<file path="config.mk">
export PLATFORM = sky130hd
export DESIGN_NAME = baud_frac_gen
export DESIGN_NICKNAME = d
export VERILOG_FILES = /design/src/rtl/baudgen_pkg.sv /design/src/rtl/baud_cfg_sel.sv /design/src/rtl/baud_frac_acc.sv /design/src/rtl/baud_period_cnt.sv /design/src/rtl/baud_frac_gen.sv
export SDC_FILE = /design/constraint.sdc
export NUM_CORES = 1
export LEC_CHECK = 0
export ABC_AREA = 1
export CAP_MARGIN = 20
export CORE_MARGIN = 2
export CORE_UTILIZATION = 30
export DETAILED_ROUTE_END_ITERATION = 10
export PLACE_DENSITY_LB_ADDON = 0.3
export SYNTH_ARGS = -nofsm -noshare
export SYNTH_HDL_FRONTEND = slang
export SYNTH_SLANG_ARGS = --single-unit
</file>
<file path="constraint.sdc">
create_clock -name clk -period 4.25 [get_ports clk]
set_clock_uncertainty 0.2 [all_clocks]
set_input_delay 0.85 -clock clk [delete_from_list [all_inputs] [get_ports clk]]
set_output_delay 0.85 -clock clk [all_outputs]
set_load 0.01 [all_outputs]
</file>
<file path="src/rtl/baudgen_pkg.sv">
package baudgen_pkg;

  // Rate class of the applied setting
  typedef enum logic [1:0] {
    RATE_FULL   = 2'd0,  // tick every reference cycle
    RATE_THREE2 = 2'd1,  // alternate 1 and 2 cycle periods
    RATE_DIV    = 2'd2   // ordinary whole-plus-eighths divisor
  } rate_kind_e;

endpackage

</file>
<file path="src/rtl/baud_cfg_sel.sv">
module baud_cfg_sel #(
  parameter int INT_W  = 14,
  parameter int FRAC_W = 3
) (
  input  logic [INT_W-1:0]        div_int,
  input  logic [FRAC_W-1:0]       div_frac,
  output logic [INT_W-1:0]        eff_int,
  output logic [FRAC_W-1:0]       eff_frac,
  output baudgen_pkg::rate_kind_e kind
);
  import baudgen_pkg::*;

  localparam logic [FRAC_W-1:0] HALF_STEP = FRAC_W'(1) << (FRAC_W - 1);
  localparam logic [INT_W-1:0]  ONE_INT   = INT_W'(1);

  function automatic rate_kind_e classify(input logic [INT_W-1:0] d);
    if (d == '0)          return RATE_FULL;
    else if (d == ONE_INT) return RATE_THREE2;
    else                  return RATE_DIV;
  endfunction

  always_comb begin
    kind = classify(div_int);
    unique case (kind)
      RATE_FULL: begin
        eff_int  = ONE_INT;
        eff_frac = '0;
      end
      RATE_THREE2: begin
        eff_int  = ONE_INT;
        eff_frac = HALF_STEP;
      end
      default: begin
        eff_int  = div_int;
        eff_frac = div_frac;
      end
    endcase
  end
endmodule

</file>
<file path="src/rtl/baud_frac_acc.sv">
module baud_frac_acc #(
  parameter int FRAC_W = 3
) (
  input  logic              clk,
  input  logic              rst_n,
  input  logic              step,
  input  logic              restart,
  input  logic [FRAC_W-1:0] frac,
  output logic              carry
);
  logic [FRAC_W-1:0] phase_q;
  logic [FRAC_W:0]   phase_sum;

  function automatic logic [FRAC_W:0] phase_add(input logic [FRAC_W-1:0] base,
                                                input logic [FRAC_W-1:0] inc);
    return {1'b0, base} + {1'b0, inc};
  endfunction

  assign phase_sum = phase_add(restart ? '0 : phase_q, frac);
  assign carry     = phase_sum[FRAC_W];

  always_ff @(posedge clk) begin
    if (!rst_n)    phase_q <= '0;
    else if (step) phase_q <= phase_sum[FRAC_W-1:0];
  end
endmodule

</file>
<file path="src/rtl/baud_period_cnt.sv">
module baud_period_cnt #(
  parameter int INT_W = 14
) (
  input  logic           clk,
  input  logic           rst_n,
  input  logic           load,
  input  logic [INT_W:0] len,
  output logic           at_zero
);
  logic [INT_W-1:0] remain_q;

  function automatic logic [INT_W-1:0] first_count(input logic [INT_W:0] l);
    return INT_W'(l - 1'b1);
  endfunction

  always_ff @(posedge clk) begin
    if (!rst_n)                remain_q <= '0;
    else if (load)             remain_q <= first_count(len);
    else if (remain_q != '0)   remain_q <= remain_q - 1'b1;
  end

  assign at_zero = (remain_q == '0);
endmodule

</file>
<file path="src/rtl/baud_frac_gen.sv">
module baud_frac_gen #(
  parameter int INT_W  = 14,
  parameter int FRAC_W = 3
) (
  input  logic              clk,
  input  logic              rst_n,
  input  logic [INT_W-1:0]  div_int,
  input  logic [FRAC_W-1:0] div_frac,
  output logic              tick16
);
  import baudgen_pkg::*;

  localparam int LEN_W = INT_W + 1;

  logic              running_q;
  logic [INT_W-1:0]  act_int_q;
  logic [FRAC_W-1:0] act_frac_q;

  logic [INT_W-1:0]  eff_int;
  logic [FRAC_W-1:0] eff_frac;
  rate_kind_e        kind;

  // Named internal events for the checker
  logic              cnt_zero;
  logic              boundary;
  logic              cfg_change;
  logic              stretch;
  logic [LEN_W-1:0]  period_len;

  baud_cfg_sel #(.INT_W(INT_W), .FRAC_W(FRAC_W)) u_sel (
    .div_int  (div_int),
    .div_frac (div_frac),
    .eff_int  (eff_int),
    .eff_frac (eff_frac),
    .kind     (kind)
  );

  assign boundary   = !running_q || cnt_zero;
  assign cfg_change = !running_q || (eff_int != act_int_q) || (eff_frac != act_frac_q);

  baud_frac_acc #(.FRAC_W(FRAC_W)) u_acc (
    .clk     (clk),
    .rst_n   (rst_n),
    .step    (boundary),
    .restart (cfg_change),
    .frac    (eff_frac),
    .carry   (stretch)
  );

  assign period_len = {1'b0, eff_int} + LEN_W'(stretch);

  baud_period_cnt #(.INT_W(INT_W)) u_cnt (
    .clk     (clk),
    .rst_n   (rst_n),
    .load    (boundary),
    .len     (period_len),
    .at_zero (cnt_zero)
  );

  always_ff @(posedge clk) begin
    if (!rst_n) begin
      running_q  <= 1'b0;
      act_int_q  <= '0;
      act_frac_q <= '0;
    end else begin
      running_q <= 1'b1;
      if (boundary) begin
        act_int_q  <= eff_int;
        act_frac_q <= eff_frac;
      end
    end
  end

  assign tick16 = running_q && cnt_zero;
endmodule

</file>
**After elaboration in Yosys (flattened, before gate mapping)**

Cells that the tools add are included.

- Reduce and logical (&&, ||, !) cells: 11
- Add/sub/neg operators: 4
- Mux-type cells: 8
- Eq/ne operators: 4

Operators by type and width:

| kind | count |
|---|---|
| 14-bit 2-to-1 mux | 3 |
| 14-bit logical NOT | 2 |
| 14-bit by 1-bit subtractor with 14-bit output (second input constant) | 2 |
| 14-bit by 1-bit adder with 14-bit output | 1 |
| 14-bit by 1-bit == test with 1-bit output (second input constant) | 1 |
| 14-bit inequality test | 1 |
| 14-bit nonzero test | 1 |
| 3-bit one-hot mux with 2 select lines | 1 |
| 3-bit by 3-bit adder with 4-bit output | 1 |
| 2-bit 2-to-1 mux | 2 |
| 1-bit logical OR | 3 |
| 3-bit 2-to-1 mux | 1 |
| 3-bit inequality test | 1 |
| 2-bit by 1-bit == test with 1-bit output (second input constant) | 1 |
| 2-bit logical NOT | 1 |
| 2-bit nonzero test | 1 |
| 2-bit OR reduction | 1 |
| 1-bit logical AND | 1 |
| 1-bit logical NOT | 1 |
| 1-bit 2-to-1 mux | 1 |

- Output and inout port bits: 1
- Register bits: 35
- Word-level logic and storage cells: 32

**Depth between registers and ports, before layout**

Gate-level depths: netlist (run 1).

- Word-level depth: 14
- Mapped depth: 22
- Mapped depth without buffers: 21

**Hierarchy**

Synthesis (run 1) repeated with hierarchy kept, for this count alone.

- Cell total of the unflattened synthesis: 462
- Area, all modules: 2741.4 µm²

Modules (own cells, without submodules):

| module | times used | area each (µm²) | cells an instance |
|---|---|---|---|
| baud_frac_gen | 1 | 1212.4 | 192 |
| baud_period_cnt | 1 | 1123.6 | 197 |
| baud_frac_acc | 1 | 224.0 | 32 |
| baud_cfg_sel | 1 | 181.4 | 41 |

**Worst setup path before layout (run 1)**

No wires, ideal clock.

- Path type: input to register
- Start: in div_int[5]
- End: reg u_cnt.remain_q[12]
- Path buffers: 1
- Stages: 20
- Library setup time: 0.116 ns
- Setup slack: 0.512 ns
- Data arrival time: 3.422 ns
- Cell sequence: clkbuf_2 -> nor2_1 -> nand2_1 -> nor2_1 -> nand2_2 -> nand2_1 -> nand3b_1 -> nand2_1 -> nand3_2 -> nor3_1 -> ha_1 -> nand2_1 -> nor2_1 -> a211oi_1 -> ha_1 -> ha_1 -> nand2_1 -> nor3_1 -> xor2_1 -> o211a_1

- Word-level cells in the longest chain between the ends: 14

Ends and longest elaborated chain:

| element | RTL line | source |
|---|---|---|
| start: declaration | baud_frac_gen.sv:7 | `input logic [INT_W-1:0] div_int,` |
| 14-bit by 1-bit == test with 1-bit output | baud_cfg_sel.sv:18 | `else if (d == ONE_INT) return RATE_THREE2;` |
| 2-bit 2-to-1 mux | baud_cfg_sel.sv:18 |  |
| 2-bit 2-to-1 mux | baud_cfg_sel.sv:17 | `if (d == '0) return RATE_FULL;` |
| 2-bit by 1-bit == test with 1-bit output or 2-bit logical NOT (tied branches) | baud_cfg_sel.sv:24 | `unique case (kind)` |
| 2-bit OR reduction (no line) | -- |  |
| 14-bit 2-to-1 mux | baud_cfg_sel.sv:24 |  |
| 14-bit inequality test | baud_frac_gen.sv:39 | `assign cfg_change = !running_q \|\| (eff_int != act_int_q) \|\| (eff_frac != act_frac_q);` |
| 1-bit logical OR (2 in a row) | baud_frac_gen.sv:39 |  |
| 3-bit 2-to-1 mux | baud_frac_acc.sv:19 | `assign phase_sum = phase_add(restart ? '0 : phase_q, frac);` |
| 3-bit by 3-bit adder with 4-bit output | baud_frac_acc.sv:16 | `return {1'b0, base} + {1'b0, inc};` |
| 14-bit by 1-bit adder with 14-bit output (*) | baud_frac_gen.sv:50 | `assign period_len = {1'b0, eff_int} + LEN_W'(stretch);` |
| 14-bit by 1-bit subtractor with 14-bit output (*) | baud_period_cnt.sv:13 | `return INT_W'(l - 1'b1);` |
| 14-bit 2-to-1 mux (*) | baud_period_cnt.sv:18 | `else if (load) remain_q <= first_count(len);` |
| end signal: assignment | baud_period_cnt.sv:18 |  |
| end signal: assignment | baud_period_cnt.sv:19 | `else if (remain_q != '0) remain_q <= remain_q - 1'b1;` |
| end: declaration | baud_period_cnt.sv:10 | `logic [INT_W-1:0] remain_q;` |

Mark *: on every way between the ends. The rest lies on a longest branch, timed or not.
A chain may end at the register's enable or synchronous reset.

**Worst setup path in the final report (run 1)**

- Start: in div_int[5]
- End: reg u_cnt.remain_q[5]

The elaborated chain is that of the path after synthesis.

==> results.md, run 1 <==
- Synthesized area: 0.002230 mm^2
- Worst hold path type: reg2reg
- FF-to-FF End: u_cnt.remain_q[5]
- Syn Area/Cell: just under 7 um^2
- Crit Path Category: in2reg
- Routed vias/inst: between 4 and 5
- Final wirelength: between 5000 and 6000 um
- Initial drt markers: 90
- FILL cells: approximately 790
- Cells after Synth: 323
- Hold Path End: u_acc.phase_q[2]
- CTS tree: built
- Tmin final: 3.985 ns
- F_max: approximately 0.25 GHz
- WL/cell: 12.26 um
- Total clock sinks: 35
- Crit path arrival time: 4.02 ns
- All-Layer GR Usage: 14.87%
- Largest net degree at the start of global routing: 34
- Setup violators final: 0
- Routability cong.: between 0.7 and 0.8
- Initial Util: 30.91%
- Yosys reg bits: 35
- Share of cells above drive strength 1: around 16%
- CTS H-tree depth: 2
- Commonest non-fill, non-tap cell in the layout: nand2_1
- Slew HR: 47.08%
- Hold_sp: u_acc.phase_q[2]
- RSZ-0062 raised after global routing: false
- RR Startpoint: act_int_q[6]
- Row cnt: 31
- Synth Net Count: 349
- Most frequent CP cell: nand2_1
- Crit-path max cell delay: 0.51 ns
- Final Core Density: approximately two fifths
- Worst Hold Path Cells: 2
- DRC: 0
- Crit Path Max Fanout: 7
- Die extent in y: 90.21 um
- Static Leakage: roughly 0.0012 uW
- DR pass1 iterations: 4
- Post-CTS Hold Fix Bufs: 0
- Setup WS post-layout: 0.2651 ns
- Peak supply drop: 0.0001117 V
- Die area: 0.008138 mm^2
- Setup TNS Final: 0 ns
- Outcome: completed
- Vias in the first global route: 2149
- Startpoint types: input port
- Total global routing overflow: 0
- Least-Margin Pin Slew: 0.7908 ns
- Placed Cells incl. Taps: 461
- Post-synthesis sequential area ratio: 31.43%
- Distinct cell type count after synthesis: 31
- Final worst path period share: 93.76%
- Setup slack after placement: -0.1889 ns
- # diodes: 0
- R2r setup slk: approximately 1 ns
- Top-level I/O count: 20
- Crit-path cells: clkdlybuf4s50_1 > nor2_1 > nand2_1 > nor2_2 > nand2_2 > nand2_1 > nand3b_1 > nand2_1 > nand3_2 > nor3_1 > ha_1 > nand2_1 > nor2_1 > a211oi_2 > ha_2 > nand2_1 > nor3_1 > buf_4 > xor2_1 > o211a_1
- PortBufs: 19
- Final Max Tran Viols: 0
- Core footprint: approximately 0.0072 mm^2
- Area grow syn2layout: 27.78%
- Fin nets: 395
- Commonest non-fill, non-tap cells in the layout: 57 x nand2_1, 46 x nor2_1, 35 x inv_1, 35 x dfxtp_1, 33 x buf_4
- Die Width: ~90 um
- CTS max path bufs: 2
- PwrDens: 316.4 mW/mm^2
- DPL Wire Length: 4381 um
- Worst Setup End Kind: flip-flop
- Worst path slowest cell: clkdlybuf4s50_1
- Final Hold Vio Count: 0
- Antenna violations before repair: 0
- Setup Fix Bufs, Post-CTS: 0
- Max Cap Viol: 0
- Final cell count without fillers: 469
- Num CTS Buffers: 5
- Clock transition at path regs: approximately 0.080 ns
- First-pass GRT wire length: 9880 um
- Root buffer cell: clkbuf_8
- Yosys warns: 0
- Worst r2r path cells: 17
- Number of antenna-violating nets in the routed design: 0
- Worst endpoint required time: 4.29 ns
- Worst-Skew Late Latency: around 0.29 ns
- DR vias: between 2000 and 2500
[synth_stat cells]
| cell type | number | area [um^2] |
|---|---|---|
| buf_6 | 4 | 45.04 |
| fa_1 | 1 | 20.02 |
| ha_1 | 6 | 75.07 |
| clkbuf_2 | 3 | 15.01 |
| o21ai_0 | 32 | 160.2 |
| o21ai_1 | 1 | 5.000 |
| a31oi_1 | 2 | 12.51 |
| a211oi_1 | 5 | 37.54 |
| o22ai_1 | 1 | 6.260 |
| dfxtp_1 | 35 | 700.7 |
| nand3_2 | 2 | 20.02 |
| nor3_1 | 9 | 45.04 |
| a31o_2 | 1 | 8.760 |
| a21oi_1 | 22 | 110.1 |
| xor2_1 | 10 | 87.58 |
| nor2_2 | 4 | 25.02 |
| inv_1 | 35 | 131.4 |
| nand2_1 | 57 | 214.0 |
| xnor2_1 | 12 | 105.1 |
| nand2_2 | 2 | 12.51 |
| buf_2 | 4 | 20.02 |
| nand4_1 | 4 | 25.02 |
| nor2_4 | 2 | 22.52 |
| nor2_1 | 48 | 180.2 |
| nand3_1 | 11 | 55.05 |
| nand3_4 | 1 | 17.52 |
| clkbuf_1 | 2 | 7.510 |
| o211a_1 | 2 | 20.02 |
| o21ai_4 | 1 | 16.27 |
| nand3b_1 | 3 | 22.52 |
| or2_2 | 1 | 6.260 |
[area by class of cell]
cell class                 count  area [um^2]  area share, %
sequential                    35        700.7          24.59
inverter                      35        131.4          4.611
clock buffer                   6        82.58          2.899
multi-input combinational    240         1333          46.77
tap                           99        123.9          4.348
clock inverter                 2        35.03          1.230
timing repair buffer          52        442.9          15.55
[per-layer routing]
| metal | vias to the layer above | global-route usage, % | wire length [um] | part of all wire, % |
|---|---|---|---|---|
| met1 | 950 | 18.85 | 2794 | 49 |
| met3 | 6 | 2.431 | 233 | 4.1 |
| met4 | 0 | 4.359 | 70 | 1.2 |
| met2 | 43 | 25.94 | 2652 | 46 |
| met5 | - | 0 | 0 | 0 |
| li1 | 1137 | - | - | - |
[sequential cells by signal, indices dropped and copies added (netlist names)]
| name | flops |
|---|---|
| act_frac_q | 3 |
| act_int_q | 14 |
| running_q | 1 |
| u_acc.phase_q | 3 |
| u_cnt.remain_q | 14 |
[through the flow]
step | cell area (um^2) | power, uW | hold WS [ns]
2_1_floorplan | 2230 | 516.3 | 0.2308
3_3_place_gp | 2704 | 583.8 | 0.2457
3_5_place_dp | 2704 | 586.5 | 0.2551
4_1_cts | 2821 | 910.4 | 0.2684
5_1_grt | 2849 | 950.9 | 0.2911
6_report | 2849 | 901.6 | 0.2594
[kinds of logic after synthesis]
kind of cell,after synthesis,share of synthesized area (%)
and+or+nand+nor,144,28.96
AOI/OAI and AO/OA,67,16.89
buffers and inverters,48,9.820
DFF,35,31.43
xor gates and xnor gates,22,8.642
adders and majority gates,7,4.265
[worst max-delay path: cells and delay by family]
family                   cells  cell delay [ns]
buffers and inverters        2             0.67
XOR/XNOR                     1             0.18
AO/OA/AOI/OAI                2             0.33
adder cells (fa/ha/maj)      2             0.51
AND/OR/NAND/NOR             13             1.45
[where the power goes]
part | total (uW) | switching [uW] | leakage, uW | internal (uW)
Clock | 322 | 132 | 0.0000612 | 190
Sequential | 375 | 18.0 | 0.000291 | 357
Combinational | 205 | 116 | 0.000878 | 89.4
[how the worst max path moves through the flow]
stage	end	from	slack (ns)	cells past startpoint
floorplan	u_cnt.remain_q[12]	div_int[5]	0.51	20
global placement	u_cnt.remain_q[12]	div_int[2]	-0.06	20
detailed placement	u_cnt.remain_q[12]	div_int[2]	-0.19	20
CTS	u_cnt.remain_q[12]	div_int[2]	0.11	20
global route	u_cnt.remain_q[9]	div_int[7]	0.006	21
finish	u_cnt.remain_q[5]	div_int[5]	0.27	20
[repair_timing]
action,4_1_cts,5_1_grt
hold endpoints to repair,0,0
resized for setup,0,8
endpoints found under the setup margin,0,11
(Power assumes the default switching activity.)
==> inputs of run 2 (changes only) <==
--- a/config.mk
+++ b/config.mk
@@ -10,6 +10,7 @@
 export CORE_MARGIN = 2
 export CORE_UTILIZATION = 30
 export DETAILED_ROUTE_END_ITERATION = 10
+export GPL_TIMING_DRIVEN = 0
 export PLACE_DENSITY_LB_ADDON = 0.3
 export SYNTH_ARGS = -nofsm -noshare
 export SYNTH_HDL_FRONTEND = slang
==> run 2 against run 1 <==
Compared with the run above: clock power down 27%; sequential share of layout area up 1.3 points; cell count decreased by 4.5%; wire length up 5.7%; fmax shrank 1.6%; cell area decreased by 4.9%; via count down 0.75%; critical path type unchanged.
==> results.md, run 2 (synthesized netlist as in run 1, its figures left out) <==
- Outcome: completed
- PwrDens: 299.3 mW/mm^2
- Antenna violations before repair: 0
- Setup slack after placement: -0.6060 ns
- Largest net degree at the start of global routing: 11
- Worst hold path type: reg2reg
- Commonest non-fill, non-tap cells in the layout: 51 x nand2_1, 42 x nor2_1, 35 x dfxtp_1, 34 x inv_1, 32 x o21ai_0
- Setup WS post-layout: 0.1994 ns
- Share of cells above drive strength 1: 16.05%
- Top delay family on crit path: simple AND/OR/NAND/NOR gates
- Die Width: 90.21 um
- Worst path slowest cell: dlygate4sd2_1
- Tmin final: 4.051 ns
- Fin nets: around 370
- Slew HR: 61.55%
- Power, Total: 811.1 uW
- Area grow syn2layout: 21.55%
- Final worst path period share: between 90% and 100%
- Hold_ws: 0.2610 ns
- Total global routing overflow: 0
- Die area: 0.008138 mm^2
- Row cnt: 31
- Max Cap Viol: 0
- DR pass1 iterations: 4
- DR vias: around 2100
- Crit Path Max Fanout: 7
- Clock transition at path regs: 0.07 ns
- DRC: 0
- Commonest non-fill, non-tap cell in the layout: nand2_1
- CTS max path bufs: 2
- PortBufs: 15
- All-Layer GR Usage: roughly 15%
- F_max: 0.2469 GHz
- CTS H-tree depth: 2
- # diodes: 0
- Buffers & Inverters on Critical Path: 3
- Post-CTS Hold Fix Bufs: 0
- Root buffer cell: clkbuf_8
- Final Max Tran Viols: 0
- Routed vias/inst: 4.732
- Vias in the first global route: 2074
- FILL cells: 798
- Switch share: 32.04%
- Total clock sinks: 35
- Initial Util: between 30% and 40%
- Die extent in y: between 90 and 100 um
- Final Hold Vio Count: 0
- Clock power share: 29.1%
- Top-level I/O count: 20
- Startpoint types: input port
- Setup violators final: 0
- Final Core Density: 37.57%
- Int Pwr: 551.2 uW
- DR top layer: met4
- Routed length on met1: 2864 um
- Peak supply drop: 0.0001243 V
- Number of antenna-violating nets in the routed design: 0
- WL/cell: 13.57 um
- Comb pwr share: 24.6%
- Crit Path Category: in2reg
- Crit-path cells: dlygate4sd2_1 > nor2_1 > nand2_2 > nor2_4 > nand2_4 > nand3_1 > nand2_1 > nor2_2 > nand3_2 > nor3_2 > ha_1 > nand2_1 > nor2_1 > a211oi_2 > ha_2 > buf_4 > nand2_2 > nor3_2 > buf_4 > xor2_2 > o211a_1
- First-pass GRT wire length: 9956 um
- Worst endpoint required time: 4.23 ns
- Worst-Skew Late Latency: between 0.2 and 0.3 ns
- Part of the power in registers: between 40% and 50%
- Initial drt markers: 68
- Routability cong.: around 0.84
- Placed Area: 0.002504 mm^2
- Design Area, Final: between 0.002 and 0.003 mm^2
- Met2 wire length: 3007 um
- Static Leakage: 0.001144 uW
- Crit-path max cell delay: 0.33 ns
- CTS tree: built
- DPL Wire Length: 4382 um
- Net switching power: between 200 and 300 uW
- Largest registers: act_int_q (14), u_cnt.remain_q (14)
- Crit path arrival time: 4.03 ns
- Least-Margin Pin Slew: 0.5767 ns
- Met3 routed WL: 119 um
- Final wirelength: 6080 um
- Num CTS Buffers: 5
- Worst Setup End Kind: flip-flop
- Core footprint: 0.007214 mm^2
-- run 2: worst reg2reg max path: stages (launching register included) --
cell      delay, ns
dfxtp_1        0.32
or2_2          0.29
a21oi_1        0.14
nand3_1        0.09
nor3_2         0.18
nand2_2        0.13
nor3_2         0.18
ha_1           0.30
nand2_1        0.08
nor2_1         0.04
a211oi_2       0.17
ha_2           0.25
buf_4          0.13
nand2_2        0.09
nor3_2         0.23
buf_4          0.15
xor2_2         0.06
o211a_1        0.22
-- run 2: final timing paths --
| path | from | to | slack, ns | depth (start not counted) |
|---|---|---|---|---|
| setup / recovery | div_int[8] | u_cnt.remain_q[5] | 0.20 | 21 |
| hold / removal | u_acc.phase_q[0] | u_acc.phase_q[0] | 0.26 | 2 |
| setup reg to reg | act_int_q[6] | u_cnt.remain_q[5] | 0.87 | 17 |
| hold reg to reg | u_acc.phase_q[0] | u_acc.phase_q[0] | 0.26 | 2 |
-- run 2: layer usage --
| metal | vias to the layer above | track usage (%) |
|---|---|---|
| li1 | 1096 | - |
| met1 | 993 | 19.69 |
| met2 | 22 | 26.25 |
| met3 | 9 | 2.598 |
| met4 | 0 | 4.744 |
| met5 | - | 0 |
-- run 2: what timing repair did --
action | in CTS | in global routing
resized for setup | 14 | 22
buffers inserted | 0 | 3
endpoints found under the setup margin | 9 | 10
hold endpoints to repair | 0 | 0
pin swaps | 2 | 8
-- run 2: power by group through the flow --
stage                     Sequential (uW)  Clock [uW]  Combinational (uW)
after floorplan                       379           0                 138
after global placement                381           0                 191
after detailed placement              382           0                 192
after CTS                             375         243                 193
after global routing                  378         261                 227
final                                 375         236                 200
-- run 2: final cells by class --
| class | count | area, um^2 | area share, % |
|---|---|---|---|
| sequential | 35 | 700.7 | 25.85 |
| multi-input combinational | 240 | 1413 | 52.12 |
| clock buffer | 7 | 76.32 | 2.816 |
| timing repair buffer | 18 | 172.7 | 6.371 |
| buffer | 13 | 87.58 | 3.232 |
| clock inverter | 1 | 5.005 | 0.1847 |
| inverter | 35 | 131.4 | 4.848 |
| tap | 99 | 123.9 | 4.571 |
-- run 2: through the flow --
stage | cells | TNS (ns)
2_1_floorplan | 323 | 0
3_3_place_gp | 437 | -3.593
3_5_place_dp | 437 | -3.949
4_1_cts | 445 | 0
5_1_grt | 448 | -0.04579
6_report | 448 | 0
==> inputs of run 3 (changes only) <==
--- a/config.mk
+++ b/config.mk
@@ -6,7 +6,6 @@
 export NUM_CORES = 1
 export LEC_CHECK = 0
 export ABC_AREA = 1
-export CAP_MARGIN = 20
 export CORE_MARGIN = 2
 export CORE_UTILIZATION = 30
 export DETAILED_ROUTE_END_ITERATION = 10
==> results of run 3 <==
Final layout, timing and power as in run 2 (identical DEF).
